$ cat src/rtl/page_ecc_pkg.sv
package page_ecc_pkg;

  localparam int unsigned WORD_W   = 32;
  localparam int unsigned VALID_POS = 30;
  localparam int unsigned FAIL_POS  = 28;
  localparam int unsigned CORR_POS  = 27;

  typedef enum logic [0:0] {
    ST_IDLE = 1'b0,
    ST_RUN  = 1'b1
  } eccState_t;

  typedef struct packed {
    logic clearAll;
    logic absorb;
    logic first;
    logic commit;
    logic partial;
  } eccStrobe_t;

endpackage

$ cat src/rtl/page_ecc_ctrl.sv
module page_ecc_ctrl
  import page_ecc_pkg::*;
#(
  parameter int unsigned CHUNK_BYTES = 512,
  parameter int unsigned MAX_CHUNKS  = 4,
  localparam int unsigned BYTE_W = $clog2(CHUNK_BYTES),
  localparam int unsigned CIDX_W = (MAX_CHUNKS > 1) ? $clog2(MAX_CHUNKS) : 1
) (
  input  logic              clk,
  input  logic              rstN,
  input  logic [1:0]        cfgPageSel,
  input  logic [1:0]        cfgMode,
  input  logic [7:0]        opWrStart,
  input  logic [7:0]        opRdStart,
  input  logic              cmdValid,
  input  logic [7:0]        cmdCode,
  input  logic              dataValid,
  input  logic              dataLast,
  output eccStrobe_t        strobe,
  output logic [BYTE_W-1:0] byteIdx,
  output logic [CIDX_W-1:0] chunkIdx,
  output logic              busy
);

  eccState_t         state;
  logic [BYTE_W-1:0] byteCnt;
  logic [CIDX_W-1:0] chunkCnt;
  logic [CIDX_W:0]   pageLimit;
  logic [CIDX_W:0]   pageChunks;
  logic              startHit;
  logic              beat;
  logic              chunkEnd;
  logic              closing;
  logic              lastChunk;

  always_comb begin
    case (cfgPageSel)
      2'd1:    pageChunks = (CIDX_W+1)'(1);
      2'd2:    pageChunks = (CIDX_W+1)'(2);
      2'd3:    pageChunks = (CIDX_W+1)'(4);
      default: pageChunks = '0;
    endcase
    if (pageChunks > (CIDX_W+1)'(MAX_CHUNKS)) pageChunks = (CIDX_W+1)'(MAX_CHUNKS);
  end

  assign startHit  = cmdValid && ((cmdCode == opWrStart) || (cmdCode == opRdStart))
                     && (cfgMode != 2'd0) && (pageChunks != '0);
  assign beat      = (state == ST_RUN) && dataValid && !startHit;
  assign chunkEnd  = (byteCnt == BYTE_W'(CHUNK_BYTES - 1));
  assign closing   = beat && (chunkEnd || dataLast);
  assign lastChunk = (({1'b0, chunkCnt} + (CIDX_W+1)'(1)) == pageLimit);

  always_comb begin
    strobe.clearAll = startHit;
    strobe.absorb   = beat;
    strobe.first    = (byteCnt == '0);
    strobe.commit   = closing;
    strobe.partial  = !chunkEnd;
  end

  assign byteIdx  = byteCnt;
  assign chunkIdx = chunkCnt;
  assign busy     = (state == ST_RUN);

  always_ff @(posedge clk or negedge rstN) begin
    if (!rstN) begin
      state     <= ST_IDLE;
      byteCnt   <= '0;
      chunkCnt  <= '0;
      pageLimit <= '0;
    end else if (startHit) begin
      state     <= ST_RUN;
      byteCnt   <= '0;
      chunkCnt  <= '0;
      pageLimit <= pageChunks;
    end else if (beat) begin
      if (closing) begin
        byteCnt <= '0;
        if (dataLast || lastChunk) begin
          state    <= ST_IDLE;
          chunkCnt <= '0;
        end else begin
          chunkCnt <= chunkCnt + CIDX_W'(1);
        end
      end else begin
        byteCnt <= byteCnt + BYTE_W'(1);
      end
    end
  end

endmodule

$ cat src/rtl/page_ecc_datapath.sv
module page_ecc_datapath
  import page_ecc_pkg::*;
#(
  parameter int unsigned CHUNK_BYTES = 512,
  parameter int unsigned MAX_CHUNKS  = 4,
  localparam int unsigned BYTE_W = $clog2(CHUNK_BYTES),
  localparam int unsigned ADDR_W = BYTE_W + 3,
  localparam int unsigned CIDX_W = (MAX_CHUNKS > 1) ? $clog2(MAX_CHUNKS) : 1
) (
  input  logic                         clk,
  input  logic                         rstN,
  input  eccStrobe_t                   strobe,
  input  logic [BYTE_W-1:0]            byteIdx,
  input  logic [CIDX_W-1:0]            chunkIdx,
  input  logic [7:0]                   dataByte,
  output logic [MAX_CHUNKS*WORD_W-1:0] valueFlat
);

  logic [ADDR_W-1:0] accOdd, accEven;
  logic [ADDR_W-1:0] cOdd, cEven;
  logic [ADDR_W-1:0] nextOdd, nextEven;
  logic              bytePar;
  logic [WORD_W-1:0] commitWord;

  // Contribution of one byte: bit-index address bits use a masked XOR,
  // byte-index address bits steer the whole byte parity.
  always_comb begin
    cOdd    = '0;
    cEven   = '0;
    bytePar = ^dataByte;
    for (int k = 0; k < 3; k++) begin
      for (int b = 0; b < 8; b++) begin
        if (((b >> k) & 1) == 1) cOdd[k]  = cOdd[k]  ^ dataByte[b];
        else                     cEven[k] = cEven[k] ^ dataByte[b];
      end
    end
    for (int k = 3; k < ADDR_W; k++) begin
      if (byteIdx[k-3]) cOdd[k]  = bytePar;
      else              cEven[k] = bytePar;
    end
  end

  assign nextOdd  = (strobe.first ? '0 : accOdd)  ^ cOdd;
  assign nextEven = (strobe.first ? '0 : accEven) ^ cEven;

  always_comb begin
    commitWord = '0;
    commitWord[VALID_POS] = 1'b1;
    commitWord[FAIL_POS]  = strobe.partial;
    commitWord[CORR_POS]  = !strobe.partial;
    commitWord[ADDR_W-1:0]        = ~nextOdd;
    commitWord[2*ADDR_W-1:ADDR_W] = ~nextEven;
  end

  always_ff @(posedge clk or negedge rstN) begin
    if (!rstN) begin
      accOdd  <= '0;
      accEven <= '0;
    end else if (strobe.absorb) begin
      accOdd  <= nextOdd;
      accEven <= nextEven;
    end
  end

  for (genvar g = 0; g < MAX_CHUNKS; g++) begin : gWord
    logic [WORD_W-1:0] word;
    always_ff @(posedge clk or negedge rstN) begin
      if (!rstN)                                         word <= '0;
      else if (strobe.clearAll)                          word <= '0;
      else if (strobe.commit && chunkIdx == CIDX_W'(g))  word <= commitWord;
    end
    assign valueFlat[g*WORD_W +: WORD_W] = word;
  end

endmodule

$ cat src/rtl/page_ecc_gen.sv
module page_ecc_gen
  import page_ecc_pkg::*;
#(
  parameter int unsigned CHUNK_BYTES = 512,
  parameter int unsigned MAX_CHUNKS  = 4,
  localparam int unsigned BYTE_W = $clog2(CHUNK_BYTES),
  localparam int unsigned CIDX_W = (MAX_CHUNKS > 1) ? $clog2(MAX_CHUNKS) : 1
) (
  input  logic                     clk,
  input  logic                     rstN,
  input  logic [1:0]               cfgPageSel,
  input  logic [1:0]               cfgMode,
  input  logic [7:0]               opWrStart,
  input  logic [7:0]               opRdStart,
  input  logic                     cmdValid,
  input  logic [7:0]               cmdCode,
  input  logic                     dataValid,
  input  logic [7:0]               dataByte,
  input  logic                     dataLast,
  output logic                     eccBusy,
  output logic [MAX_CHUNKS*32-1:0] eccValues
);

  eccStrobe_t        strobe;
  logic [BYTE_W-1:0] byteIdx;
  logic [CIDX_W-1:0] chunkIdx;

  page_ecc_ctrl #(.CHUNK_BYTES(CHUNK_BYTES), .MAX_CHUNKS(MAX_CHUNKS)) uCtrl (
    .clk(clk), .rstN(rstN), .cfgPageSel(cfgPageSel), .cfgMode(cfgMode),
    .opWrStart(opWrStart), .opRdStart(opRdStart), .cmdValid(cmdValid),
    .cmdCode(cmdCode), .dataValid(dataValid), .dataLast(dataLast),
    .strobe(strobe), .byteIdx(byteIdx), .chunkIdx(chunkIdx), .busy(eccBusy)
  );

  page_ecc_datapath #(.CHUNK_BYTES(CHUNK_BYTES), .MAX_CHUNKS(MAX_CHUNKS)) uPath (
    .clk(clk), .rstN(rstN), .strobe(strobe), .byteIdx(byteIdx),
    .chunkIdx(chunkIdx), .dataByte(dataByte), .valueFlat(eccValues)
  );

endmodule

$ cat config.mk
export PLATFORM = sky130hd
export DESIGN_NAME = page_ecc_gen
export DESIGN_NICKNAME = d
export VERILOG_FILES = /design/src/rtl/page_ecc_pkg.sv /design/src/rtl/page_ecc_ctrl.sv /design/src/rtl/page_ecc_datapath.sv /design/src/rtl/page_ecc_gen.sv
export SDC_FILE = /design/constraint.sdc
export NUM_CORES = 1
export LEC_CHECK = 0
export BUFFER_PORTS_ARGS = -buffer_cell sky130_fd_sc_hd__buf_4
export CAP_MARGIN = 20
export CORE_UTILIZATION = 29
export CTS_CLUSTER_DIAMETER = 80
export CTS_CLUSTER_SIZE = 25
export DETAILED_ROUTE_END_ITERATION = 12
export PLACE_DENSITY = 0.53
export SLEW_MARGIN = 5
export SYNTH_ARGS = -nofsm -noshare
export SYNTH_HDL_FRONTEND = slang
export SYNTH_SLANG_ARGS = --single-unit
$ cat constraint.sdc
create_clock -name clk -period 2.7 [get_ports clk]
set_input_delay 0.135 -clock clk [delete_from_list [all_inputs] [get_ports clk]]
set_output_delay 0.135 -clock clk [all_outputs]
set_load 0.02 [all_outputs]
# Word level (Yosys, flattened, before mapping)
# Index checks and enable logic that the tools add are counted.
# totals
n_memories	0
word_cells	115
latch_bits	0
regBits	167
output_inout_bits	129
mem_bits_ro	0
input_bits	41
ram_bits	0
# classes
magnitude_cmp	1
shift	0
n_reduce_logical	29
bitwise	21
mul	0
mux	41
div_mod_pow	0
n_addsub	3
eq_ne	10
# ops
op	count
$mux 32	8
$mux 9	3
$mux 12	2
$not 12->12	2
$xor 12x12->12	2
$mux 1	22
$xor 1x1->1	17
$eq 8x8->1	2
$reduce_bool 2->1	8
$logic_and 1x1->1	10
$add 9x1->9 const B	1
$eq 9x9->1 const B	1
$logic_not 9->1	1
$pmux 3 s3	1
$eq 2x2->1 const B	4
$mux 2	4
$reduce_xor 8->1	1
$eq 2x1->1 const B	2
$add 2x1->3 const B	1
$eq 3x3->1	1
$gt 3x3->1 const B	1
$logic_or 1x1->1	3
$mux 3	1
$reduce_and 3->1	1
5 further kinds	6

# Longest topological paths before layout
# depth
depth_word	12
depth_mapped	11
depth_no_buf	10

# Modules after synthesis
# A second synthesis with hierarchy kept.
# hier_totals
cells_unflattened	875
area_unflattened_um2	8299.2
# modules_own_cells
module	seq_area_each_um2	n_inst	cells_per_inst	area_each_um2
page_ecc_datapath	3303.2	1	753	7159.4
page_ecc_ctrl	375.4	1	122	1139.8

# Least setup slack after synthesis
# Ideal clock, no wire load.
# synth_path
kind	register -> register
startpoint	reg uCtrl.byteCnt[0], in the netlist uCtrl.byteIdx[0]
endpoint	reg uPath.gWord[1].word[0]
stages_incl_launch_ff	11
synth_period_minus_slack_ns	2.513
t_arrival_ns	2.419
required_ns	2.606
setup_ns	0.094
path_buffers	3
slack_ns	0.187
cell_sequence	dfrtp_1 ha_1 and3_1 and3_1 ha_1 or2_2 clkbuf_1 and3_1 clkbuf_1 clkbuf_1 a211oi_1
# synth_between
elab_chain_len	6
word_cells_on_any_way	11
cone_classes	eq/ne: 1; mux: 3; bitwise: 2; reduce/logical: 5
# synth_lines
item	line	text
start, declared	page_ecc_ctrl.sv:26	logic [BYTE_W-1:0] byteCnt;
start signal, assigned	page_ecc_ctrl.sv:86	byteCnt <= byteCnt + BYTE_W'(1);
$logic_not 9->1	page_ecc_ctrl.sv:56	strobe.first = (byteCnt == '0);
$mux 12	page_ecc_datapath.sv:43	assign nextOdd = (strobe.first ? '0 : accOdd) ^ cOdd;
$xor 12x12->12	page_ecc_datapath.sv:43	
$not 12->12	page_ecc_datapath.sv:51	commitWord[ADDR_W-1:0] = ~nextOdd;
$mux 32	page_ecc_datapath.sv:70	else if (strobe.commit && chunkIdx == CIDX_W'(g)) word <= commitWord;
$mux 32	page_ecc_datapath.sv:69	else if (strobe.clearAll) word <= '0;
end signal, assigned	page_ecc_datapath.sv:70	
end, declared	page_ecc_datapath.sv:66	logic [WORD_W-1:0] word;
# Several ways; a longest one is shown, not always the timed one. The select of a mux whose other input is x is not followed.
# A chain may end at the register's enable or synchronous reset.

# Worst setup path in the final report
# layout_path
startpoint	reg uCtrl.byteCnt[0], in the netlist uCtrl.byteIdx[0]
endpoint	reg uPath.gWord[1].word[13]
# layout_between
elab_chain_len	6
word_cells_on_any_way	11
cone_classes	eq/ne: 1; mux: 3; bitwise: 2; reduce/logical: 5
# layout_lines
item	line	text
$logic_not 9->1	page_ecc_ctrl.sv:56	
$mux 12	page_ecc_datapath.sv:44	assign nextEven = (strobe.first ? '0 : accEven) ^ cEven;
$xor 12x12->12	page_ecc_datapath.sv:44	
$not 12->12	page_ecc_datapath.sv:52	commitWord[2*ADDR_W-1:ADDR_W] = ~nextEven;
$mux 32	page_ecc_datapath.sv:70	
$mux 32	page_ecc_datapath.sv:69	
# Several ways; a longest one is shown, not always the timed one. The select of a mux whose other input is x is not followed.

==> results.env <==
TRITONCTS='yes'
REG2REG_SETUP_SLACK_PS=190
MULTI_INPUT_COMB_AREA_SQ_UM=3270
LAYOUT-DRIVE-GT1-SHARE_PCT=24.5
TIMING.CLOCK.SKEW_PS=12.5
CRITICAL_PATH.STARTPOINT_TYPE='flop'
ROUTE.MET2.WL_MM=9.95
MAXIMUM_OPERATING_FREQUENCY_GHz=0.398
SYNTH.FF_LATCH_COUNT=147
REGISTER_AREA_SQ_UM=3680
WORST_HOLD_ENDPOINT='uCtrl.busy'
POST_SYNTH_INST_COUNT=790
CLOCK_SINKS=147
ASYNC_FLOP_SHARE_PCT=100
DETAIL_ROUTE.WL_PER_CELL_UM=17.3
FIRST_DRT_PASS_ITERATION_COUNT=5
HP-START='dataValid'
MAPPEDNETLISTAREA_SQ_UM=7270
STATUS='complete, no violations'
VIAS=6470
POWER.TOTAL_uW=6340
CTS_MAX_LEVEL=4
ROUTE.TOP_LAYER_USED='met4'
CHIPHEIGHT_UM=160
CTS_INSERTED_BUFFERS=17
NNETSFINAL=995
POSTCTSSETUPBUFFERS=0
NUM-FILL-CELLS=2441
TIMING.MAX_SLEW.REL_SLACK_PCT=40.4
DP_HPWL_MM=15.3
SYNTH_AREA_PER_CELL_SQ_UM=9.20
TOP_PORTS=170
CHIPWIDTH_UM=160
SYNTH_SEQ_AREA_SHARE_PCT=50.6
WORSTPATHARRIVAL_PS=2840
DIE_AREA_SQ_UM=25700
TIMING.RR.START='uCtrl.byteIdx[0]'
CTS.REPORTEDPATHS.CLKPINSLEW_PS=60
VIAS_PER_CELL=5.04
SLOWEST_STAGE='or2_2'
POST_ROUTE_FRACTION_OF_THE_PERIOD_CONSUMED_BY_THE_CRITICAL_PATH_PCT=93.0
MOST_FREQUENT_STANDARD_CELL_IN_THE_LAYOUT_EXCLUDING_FILL_AND_TAP_CELLS='buf_4'
YOSYS.CELL_TYPES.COUNT=46
CP_CELL_SEQUENCE='ha_1 -> and3_1 -> and3_1 -> ha_1 -> or2_2 -> and3_1 -> buf_4 -> a211oi_1'
POST_ROUTE_CORE_UTILIZATION_PCT=39.1
CP_DATA_REQUIRED_TIME_PS=3030
CRIT_PATH_FREQUENT_CELL='and3_1'
CORE_SQ_UM=24500
DETAILEDPLACE.WORSTSLACK_PS=196
R2R-END='uPath.gWord[1].word[13]'
POST_SYNTH_EDFFS=0
FIRST_GLOBAL_VIAS=6206
GLOBALPLACE.CONGESTION=0.801
ROUTE.ANTENNA.REMAINING_NETS=0
CP-END-KIND='flop'
SETUP-VIOLATIONS-FINAL=0
HOLDWS_PS=47.0
POWER_LEAKAGE_uW=0.00444
CP_SLOWEST_STAGE_DELAY_PS=380
GLOBALROUTETOTALUTIL_PCT=17.8
CAP_VIOLATIONS=0
WORST-SLEW-PIN-TRANSITION_PS=891
SETUP_WS_PS=189
RSZ_0062_RAISED_AFTER_GLOBAL_ROUTING='no'
GRT_FIRST_PASS_WIRELENGTH_MM=35.8
WORST_HOLD_DEPTH=4
GRT_ANTENNA_BEFORE_REPAIR=0
WL_MET1_MM=10.6
FLOORPLAN.ROWS=57
FINAL_HOLD_VIOLS=0
ANTENNA-DIODE-COUNT=0
YOSYS_MOST_USED_DFF='dfrtp_1'
SYNTH-WARNING-COUNT=0
CTS.ROOT.BUFFER_CELL='clkbuf_16'
WORSTSETUPPATHTYPE='reg2reg'
IR_DROP_mV=0.382
GRT_REMAINING_OVERFLOW=0
CELLPOWERDENSITY_nW_PER_UM2=662
GRT_MAX_DEGREE=80
AREAGROWTHSYNTHTOFINISH_PCT=31.8
CLOCKBUFFERDEPTH=2
INITIAL_CORE_UTILIZATION_PCT=29.7
FINAL_CELL_MIX='188 x buf_4, 147 x dfrtp_1, 102 x nand2_1'
WL_MM=22.2
DRT-INITIAL-DRC-COUNT=480
HOLD_PATH.CLASS='in2reg'
CLOCK_LATENCY_PS=430
PLACE.PORT_BUFFERS=149
WORSTREGTOREGCELLS=8
MET3ROUTEDLENGTH_MM=1.38
TIMING.FINAL.MAX_SLEW_VIOLATIONS=0
CRIT_PATH_MAX_FANOUT=13
FINALWORSTPATHREQUIREDPERIOD_PS=2510
DRC_ERRORS=0
SETUP_TNS_PS=0
[report_power, final]
group          switching [uW]  total [uW]  internal, uW
Combinational             869        1360           494
Sequential               93.9        2420          2330
Clock                     989        2550          1560
Total                    1950        6340          4390
[area by class of cell]
cell class | count | share of cell area (%)
Clock buffer | 18 | 4.48
Timing Repair Buffer | 198 | 16.3
Clock inverter | 14 | 2.12
Tap cell | 324 | 4.23
Inverter | 7 | 0.274
Multi-Input combinational cell | 576 | 34.2
Sequential cell | 147 | 38.4
[metal layers]
layer  track usage [%]  vias to the layer above
met2              26.8                      200
met5                 0                        -
met1              25.5                     3158
met4              4.07                        0
met3              4.42                       15
li1                  -                     3097
[Yosys cell counts (all sizes together) (11+ instances only)]
cell type / instances / area (sq um)
a211oi: 36 / 270
a21o: 11 / 82.6
a21oi: 88 / 440
a31oi: 11 / 68.8
buf: 36 / 215
clkbuf: 43 / 161
dfrtp: 147 / 3680
nand2: 102 / 383
nand3: 80 / 400
nor2: 59 / 221
nor4: 13 / 81.3
o21ai: 18 / 90.1
o22ai: 12 / 75.1
xnor2: 14 / 130
xor2: 24 / 218
[repair_timing]
item / CTS / global route
hold endpoints to repair: 66 / 0
resized for setup: 0 / 0
hold buffers: 4 / 0
[critical path, delay by kind of cell, from the launching register on]
family | cells | cell delay (ps)
AO/OA/AOI/OAI | 1 | 250
adder cells (fa/ha/maj) | 2 | 390
buffers and inverters | 1 | 240
flip-flops | 1 | 370
AND/OR/NAND/NOR | 4 | 1140
[worst max path at each step]
stage                     start                       to  slack, ps  cells past startpoint
2_1_floorplan  uCtrl.byteIdx[0]   uPath.gWord[1].word[0]        190                     10
3_3_place_gp   uCtrl.byteIdx[0]  uPath.gWord[0].word[27]        210                      9
3_5_place_dp   uCtrl.byteIdx[0]  uPath.gWord[0].word[27]        200                      9
4_1_cts        uCtrl.byteIdx[0]  uPath.gWord[1].word[13]        190                      8
5_1_grt        uCtrl.byteIdx[0]   uPath.gWord[1].word[6]         20                      9
6_report       uCtrl.byteIdx[0]  uPath.gWord[1].word[13]        190                      8
[per-stage QoR]
stage               instances  area (sq um)
finish                   1284          9580
global placement         1248          8900
global route             1284          9580
detailed placement       1248          8900
floorplan                 809          7340
CTS                      1284          9580
[sequential cells by signal, indices dropped and copies added (netlist names)]
signal	count
uCtrl.busy	1
uCtrl.byteIdx	9
uCtrl.chunkIdx	2
uCtrl.pageLimit	3
uPath.accEven	12
uPath.accOdd	12
uPath.gWord.word	108
[logic make-up (layout without fill, tap and decap cells)]
logic type,after synthesis,in the layout,share of synthesized area [%]
flops,147,147,50.6
compound gates,223,223,19.6
simple gates,283,283,17.4
other cells,1,20,0.0516
buf+inv,86,237,5.54
xor+xnor,38,38,4.79
mux,5,5,0.723
fa+ha+maj,7,7,1.21
Power figures use the tool's default switching activity.
